File: config.mk
export PLATFORM = sky130hd
export DESIGN_NAME = supply_ready_ctrl
export DESIGN_NICKNAME = d
export VERILOG_FILES = /design/src/rtl/supply_ready_pkg.sv /design/src/rtl/pwr_seq_fsm.sv /design/src/rtl/slave_addr_select.sv /design/src/rtl/supply_alarm_flag.sv /design/src/rtl/supply_ready_ctrl.sv
export SDC_FILE = /design/constraint.sdc
export NUM_CORES = 1
export LEC_CHECK = 0
export BUFFER_PORTS_ARGS = -buffer_cell sky130_fd_sc_hd__buf_2
export CORE_ASPECT_RATIO = 0.75
export CORE_MARGIN = 4
export CORE_UTILIZATION = 44
export DETAILED_ROUTE_END_ITERATION = 8
export PLACE_DENSITY_LB_ADDON = 0.08
export SYNTH_ARGS = -nofsm -noshare
export SYNTH_HDL_FRONTEND = slang
export SYNTH_HIERARCHICAL = 1
export SYNTH_SLANG_ARGS = --single-unit
File: constraint.sdc
create_clock -name clk -period 1.5 [get_ports clk]
set_clock_uncertainty 0.2 [all_clocks]
set_input_delay 0.45 -clock clk [delete_from_list [all_inputs] [get_ports clk]]
set_output_delay 0.45 -clock clk [all_outputs]
set_load 0.01 [all_outputs]
File: src/rtl/supply_ready_pkg.sv
package supply_ready_pkg;

    typedef enum logic [2:0] {
        ST_OFF          = 3'd0,
        ST_DIGITAL_ONLY = 3'd1,
        ST_RECALLING    = 3'd2,
        ST_WAIT_READY   = 3'd3,
        ST_READY        = 3'd4
    } pwr_state_e;

    localparam int unsigned SLV_ADDR_W = 7;
    localparam logic [SLV_ADDR_W-1:0] MAIN_DEFAULT_ADDR = 7'h51;
    localparam logic [SLV_ADDR_W-1:0] AUX_FIXED_ADDR    = 7'h50;

endpackage

File: src/rtl/pwr_seq_fsm.sv
module pwr_seq_fsm
    import supply_ready_pkg::*;
#(
    parameter int unsigned READY_DELAY = 1024
) (
    input  logic       clk,
    input  logic       dig_ok,
    input  logic       ana_ok,
    input  logic       recall_done,
    output pwr_state_e state_q,
    output logic       recalled_q
);
    localparam int unsigned CNT_W = $clog2(READY_DELAY + 1);
    localparam logic [CNT_W-1:0] CNT_LAST = CNT_W'(READY_DELAY - 1);

    pwr_state_e       state_d;
    logic [CNT_W-1:0] cnt_q;
    logic             cnt_done;

    assign cnt_done = (cnt_q == CNT_LAST);

    // state register
    always_ff @(posedge clk or negedge dig_ok) begin
        if (!dig_ok) begin
            state_q <= ST_OFF;
        end else begin
            state_q <= state_d;
        end
    end

    // next-state logic
    always_comb begin
        state_d = state_q;
        unique case (state_q)
            ST_OFF:          state_d = ST_DIGITAL_ONLY;
            ST_DIGITAL_ONLY: if (ana_ok) state_d = ST_RECALLING;
            ST_RECALLING: begin
                if (!ana_ok)          state_d = ST_DIGITAL_ONLY;
                else if (recall_done) state_d = ST_WAIT_READY;
            end
            ST_WAIT_READY: begin
                if (!ana_ok)       state_d = ST_DIGITAL_ONLY;
                else if (cnt_done) state_d = ST_READY;
            end
            ST_READY:        if (!ana_ok) state_d = ST_DIGITAL_ONLY;
            default:         state_d = ST_OFF;
        endcase
    end

    // delay counter, cleared outside WAIT_READY
    always_ff @(posedge clk or negedge dig_ok) begin
        if (!dig_ok) begin
            cnt_q <= '0;
        end else if (state_q == ST_WAIT_READY && !cnt_done) begin
            cnt_q <= cnt_q + 1'b1;
        end else if (state_q != ST_WAIT_READY) begin
            cnt_q <= '0;
        end
    end

    // recalled settings remain valid until digital power is lost
    always_ff @(posedge clk or negedge dig_ok) begin
        if (!dig_ok) begin
            recalled_q <= 1'b0;
        end else if (state_q == ST_RECALLING && ana_ok && recall_done) begin
            recalled_q <= 1'b1;
        end
    end

endmodule

File: src/rtl/slave_addr_select.sv
module slave_addr_select
    import supply_ready_pkg::*;
#(
    parameter int unsigned ADDR_W = SLV_ADDR_W
) (
    input  logic              recalled,
    input  logic              addr_from_store,
    input  logic              single_dev,
    input  logic [ADDR_W-1:0] stored_addr,
    output logic [ADDR_W-1:0] main_addr,
    output logic              aux_en
);
    always_comb begin
        if (recalled && addr_from_store) begin
            main_addr = stored_addr;
        end else begin
            main_addr = ADDR_W'(MAIN_DEFAULT_ADDR);
        end
        aux_en = !recalled || !single_dev;
    end

endmodule

File: src/rtl/supply_alarm_flag.sv
module supply_alarm_flag (
    input  logic clk,
    input  logic dig_ok,
    input  logic capture_en,
    input  logic cmp_low,
    output logic flag_q
);
    always_ff @(posedge clk or negedge dig_ok) begin
        if (!dig_ok) begin
            flag_q <= 1'b1;
        end else if (capture_en) begin
            flag_q <= cmp_low;
        end
    end

endmodule

File: src/rtl/supply_ready_ctrl.sv
module supply_ready_ctrl
    import supply_ready_pkg::*;
#(
    parameter int unsigned READY_DELAY = 1024,
    parameter int unsigned ADDR_W      = SLV_ADDR_W
) (
    input  logic              clk,
    input  logic              dig_ok,
    input  logic              ana_ok,
    input  logic              recall_done,
    input  logic              conv_done,
    input  logic              supply_low_cmp,
    input  logic              addr_from_store,
    input  logic              single_dev,
    input  logic [ADDR_W-1:0] stored_addr,
    output logic              recall_req,
    output logic              ready_n,
    output logic              vcc_lo_flag,
    output logic [ADDR_W-1:0] main_addr,
    output logic              aux_en,
    output logic              iface_en,
    output logic [2:0]        dbg_state
);
    pwr_state_e state_q;
    logic       recalled_q;
    logic       capture_en;

    pwr_seq_fsm #(
        .READY_DELAY (READY_DELAY)
    ) i_fsm (
        .clk         (clk),
        .dig_ok      (dig_ok),
        .ana_ok      (ana_ok),
        .recall_done (recall_done),
        .state_q     (state_q),
        .recalled_q  (recalled_q)
    );

    slave_addr_select #(
        .ADDR_W (ADDR_W)
    ) i_addr (
        .recalled        (recalled_q),
        .addr_from_store (addr_from_store),
        .single_dev      (single_dev),
        .stored_addr     (stored_addr),
        .main_addr       (main_addr),
        .aux_en          (aux_en)
    );

    supply_alarm_flag i_alarm (
        .clk        (clk),
        .dig_ok     (dig_ok),
        .capture_en (capture_en),
        .cmp_low    (supply_low_cmp),
        .flag_q     (vcc_lo_flag)
    );

    // output decode
    always_comb begin
        recall_req = 1'b0;
        ready_n    = 1'b1;
        iface_en   = 1'b1;
        capture_en = 1'b0;
        unique case (state_q)
            ST_OFF:          iface_en = 1'b0;
            ST_DIGITAL_ONLY: ;
            ST_RECALLING:    recall_req = 1'b1;
            ST_WAIT_READY:   ;
            ST_READY: begin
                ready_n    = 1'b0;
                capture_en = conv_done;
            end
            default:         iface_en = 1'b0;
        endcase
        dbg_state = state_q;
    end

endmodule

* After elaboration in Yosys (flattened, before gate mapping) *
Cells that the tools add are included.

word-level totals
  flip-flop bits (word level) = 16
  word-level logic and storage cells = 41
  input port bits = 15
  output and inout port bits = 15

cells by class
  add/subtract/negate cells = 1
  multiplexer cells = 14
  eq/ne operators = 10
  reductions and logical operators = 12

operators by type and width
  cell                     count
  $mux W11                 2
  $mux W3                  6
  $pmux W3 S5              1
  $add A11 B1 Y11 const B  1
  $eq A11 B10 Y1 const B   1
  $mux W7                  1
  $eq A3 B2 Y1 const B     2
  $ne A3 B2 Y1 const B     2
  $logic_and A1 B1 Y1      4
  $mux W1                  4
  $ne A2 B2 Y1 const B     2
  $reduce_and A4 Y1        1
  $reduce_or A4 Y1         1
  $eq A3 B1 Y1 const B     1
  $eq A3 B3 Y1 const B     1
  $logic_not A1 Y1         3
  $logic_not A3 Y1         1
  $ne A3 B3 Y1 const B     1
  $reduce_bool A2 Y1       1
  $logic_or A1 B1 Y1       1

* Longest topological paths before layout *
  depth in word-level cells = 4
  mapped depth = 5

* Cells and area by module *
The synthesis kept the hierarchy.

by module, submodules not included
  module             seq. area each (um^2)  area each (um^2)  instances  cells each
  pwr_seq_fsm        375.4                  765.7             1          75
  slave_addr_select  0.0                    51.3              1          8
  supply_alarm_flag  26.3                   41.3              1          2
  supply_ready_ctrl  0.0                    32.5              1          5

* Worst setup path before layout *
No wires, ideal clock.

  path type = reg-to-reg
  start point = register i_fsm.cnt_q[0]
  end point = register i_fsm.cnt_q[1]
  clock period less this slack = 1.617 ns
  cell stages (with the launch flop) = 6
  arrival time = 1.289 ns
  path slack = -0.117 ns
  cells stage by stage = dfrtp_1 > ha_1 > nand3_2 > nor3_4 > mux2i_1 > nor2_1

between the ends
  cells in the longest elaborated chain, start to end = 4
  elaborated cells on any way between the ends = 6
  those cells by class = add/sub (1); eq/ne (1); mux (1); reduce/logical (3)

ends and longest elaborated chain
  element                                                                  line               RTL
  start, declared                                                          pwr_seq_fsm.sv:17  logic [CNT_W-1:0] cnt_q;
  start signal, assigned                                                   pwr_seq_fsm.sv:55  cnt_q <= cnt_q + 1'b1;
  parallel branches: the longest is 4 deep, another holds $add A11 B1 Y11  --

Parallel ways; which one is timed is not known.
A chain may end at the register's enable or synchronous reset.

* Worst setup path in the final report *
  start point = register i_fsm.state_q[1]
  end point = output iface_en

between the ends
  cells in the longest elaborated chain, start to end = 3
  elaborated cells on any way between the ends = 6
  those cells by class = eq/ne (4); mux (1); reduce/logical (1)

ends and longest elaborated chain
  element                                     line                     RTL
  start, declared                             pwr_seq_fsm.sv:10        output pwr_state_e state_q,
  start signal, assigned                      pwr_seq_fsm.sv:27        state_q <= state_d;
  $eq A3 B1 Y1, or another cell as far along  supply_ready_ctrl.sv:64  unique case (state_q)
  $reduce_or A4 Y1 (no source line) *         --
  $mux W1 *                                   supply_ready_ctrl.sv:64
  end, declared                               supply_ready_ctrl.sv:21  output logic iface_en,

Mark *: on every way between the ends. The rest lies on a longest branch, timed or not.

==> flow_summary.json <==
{
  "synth_top_area_frac": 0.421,
  "ioPinCount": 30,
  "timing.critical_path.buf_inv": 1,
  "grt_pass1_wl_um": 3910,
  "detail-route-antenna-nets": 0,
  "cp.required_ns": 0.85,
  "die_w_um": 60.0,
  "synth_top_family_by_area": "simple AND/OR/NAND/NOR gates",
  "finalHoldViolations": 0,
  "synth_fa_ha_area_frac": 0.0140,
  "clkSinkCount": 16,
  "max_cap_viol_count": 0,
  "worst_ep_arrival_time_ns": 1.21,
  "track_usage": 0.189,
  "drc": 0,
  "die_h_um": 47.0,
  "ys_types": 37,
  "fillerInstances": 76,
  "synth_xor_area_frac": 0.0295,
  "via_per_inst": 5.82,
  "wl_um": 3330,
  "use_met2": 0.295,
  "placed_cell_area_mm2": 0.00120,
  "syn_avg_cell_area_um2": 9.90,
  "fin_ws_ns": -0.362,
  "max_slew_margin": 0.754,
  "layout-drive-gt1-share": 0.635,
  "fin_crit_ns": 1.86,
  "violations": "setup timing",
  "n_antenna_cell": 0,
  "clockBufferDepth": 2,
  "setup_viol": 30,
  "critPathMaxFanout": 3,
  "wl_per_cell_um": 18.4,
  "rr_endpoint": "i_fsm/cnt_q[5]",
  "synth.largest_area_cell": "dfrtp_1",
  "place_ws_ns": -0.116,
  "numCtsBuffers": 3,
  "clkTransAtPathRegs_ns": 0.09,
  "synth-edff-count": 0,
  "ys.warnings.count": 6,
  "syn_inst": 90,
  "critPathLaunchType": "flop",
  "crit_type": "flop to primary output",
  "muxShareOfSynthArea": 0.0506,
  "hold_slack_ns": 0.186,
  "syn2layout_area_growth_pct": 85.3,
  "r2r_cells": 6,
  "dieArea_mm2": 0.00282,
  "yosys.area_share.simple": 0.331,
  "cts_tree": "yes",
  "worstSetupEndpoint": "iface_en",
  "power_density_mw_per_mm2": 652,
  "worstHoldStart": "ana_ok",
  "synthesis.area_um2": 891,
  "cp.depth": 3,
  "synth.most_common_cell": "dfrtp_1",
  "ys_top_cells_by_area": "dfrtp_1, nor2_1, and3_1",
  "crit_chain": "nor2_4 > xnor2_1 > buf_2",
  "rsz0062_at_grt": "true",
  "ctsRootBufferMaster": "clkbuf_4",
  "r2r_slack_ns": -0.19,
  "grt-busiest-layer": "met2",
  "synth_ff_type": "dfrtp_1",
  "dp_hpwl_um": 1580,
  "async_reset_ff_frac": 1.00,
  "slew_viol_final": 0,
  "initial_core_util": 0.489,
  "fmaxAchievable_mhz": 537,
  "numPortBuffers": 29,
  "syn-num-nets": 106,
  "cpMaxStageDelayCell": "dfrtp_1",
  "ys_seq_elements": 16,
  "nets": 176,
  "multi_input_area_um2": 633,
  "seq_area_frac_synth": 0.451,
  "clock_latency_ns": 0.29,
  "grtUsageMet3": 0.0714,
  "core_area_mm2": 0.00182,
  "vias": 1053,
  "cp_top_family": "flip-flops",
  "worstMarginPinSlew_ns": 0.368,
  "globalRoute.totalOverflow": 0,
  "std_cell_rows": 13,
  "finalCritPeriodShare": 1.24,
  "timing.rr.start": "i_fsm/cnt_q[1]",
  "cp-startpoint": "i_fsm/state_q[1]",
  "grt_pass1_vias": 856,
  "status": "finished with violations",
  "ys_top_cells_by_count": "dfrtp_1, nor2_1, and3_1, nand2_1, o21ai_0",
  "synth-compound-area-share": 0.119,
  "h-tree-depth": 1,
  "irDropWorstVdd_uv": 556,
  "gp_congestion": 0.815,
  "grtUsageMet1": 0.248,
  "first_iter_violations": 43,
  "seq_area_um2": 404,
  "firstDrtPassIters": 4,
  "leakage_nw": 0.778,
  "end_kind": "primary output",
  "hold_class": "primary input to flop",
  "antenna_found_initial": 0,
  "fin_area_mm2": 0.00165,
  "grt_max_degree": 17,
  "cpPeakStageDelay_ns": 0.43
}
cells by family after synthesis:
| logic type | count (synthesis) |
|---|---|
| muxes | 4 |
| adders and majority gates | 1 |
| AOI/OAI and AO/OA | 17 |
| DFF | 16 |
| xor gates and xnor gates | 3 |
| buffers and inverters | 1 |
| and+or+nand+nor | 48 |
per-layer routing:
layer	wire (um)	vias to the layer above
met5	0	-
met4	68	0
met3	266	11
met2	1610	63
met1	1390	506
li1	-	473
power breakdown:
| group | leakage, nW | internal, mW | switching [mW] |
|---|---|---|---|
| logic | 0.550 | 0.171 | 0.138 |
| registers | 0.207 | 0.451 | 0.0264 |
| clock network | 0.0210 | 0.148 | 0.142 |
registers in the layout (all words and copies together), names as in the netlist:
signal / count
i_alarm/flag_q: 1
i_fsm/recalled_q: 1
i_fsm/cnt_q: 11
i_fsm/state_q: 3
area by class of cell:
class,count,area share
Clock buffer,4,0.0220
Timing Repair Buffer,66,0.333
Tap cell,22,0.0167
Sequential cell,16,0.245
Multi-Input combinational cell,73,0.384
timing repair:
item / CTS / global route
setup endpoints to repair: 23 / 30
pin swaps: 10 / 23
hold buffers: 1 / 0
buffers inserted: 6 / 18
resized for setup: 18 / 41
endpoints found under the hold margin: 15 / 0
cells in the final DEF, fill, tap and decap left out, drive strengths merged, types with 4 or more instances in the layout:
cell type,netlist,layout
buf,0,65
dfrtp,15,15
nor2,14,14
nand2,7,7
and3,7,7
o21ai,5,5
clkbuf,1,4
nand3b,4,4
through the flow:
stage | TNS [ns] | power (mW) | cells | utilization
5_1_grt | -6.37 | 1.12 | 181 | 0.906
6_report | -4.80 | 1.08 | 181 | 0.906
4_1_cts | -2.81 | 0.967 | 167 | 0.753
3_5_place_dp | -0.445 | 0.658 | 156 | 0.659
2_1_floorplan | -0.0732 | 0.567 | 90 | -
3_3_place_gp | -0.148 | 0.655 | 156 | 0.659
worst min-delay path by stage:
stage | cells past startpoint | to
3_5_place_dp | 1 | i_fsm/state_q[2]
4_1_cts | 2 | i_fsm/state_q[0]
6_report | 2 | i_fsm/state_q[0]
3_3_place_gp | 1 | i_fsm/state_q[1]
5_1_grt | 2 | i_alarm/flag_q
2_1_floorplan | 0 | i_fsm/cnt_q[0]
(Power assumes the default switching activity.)
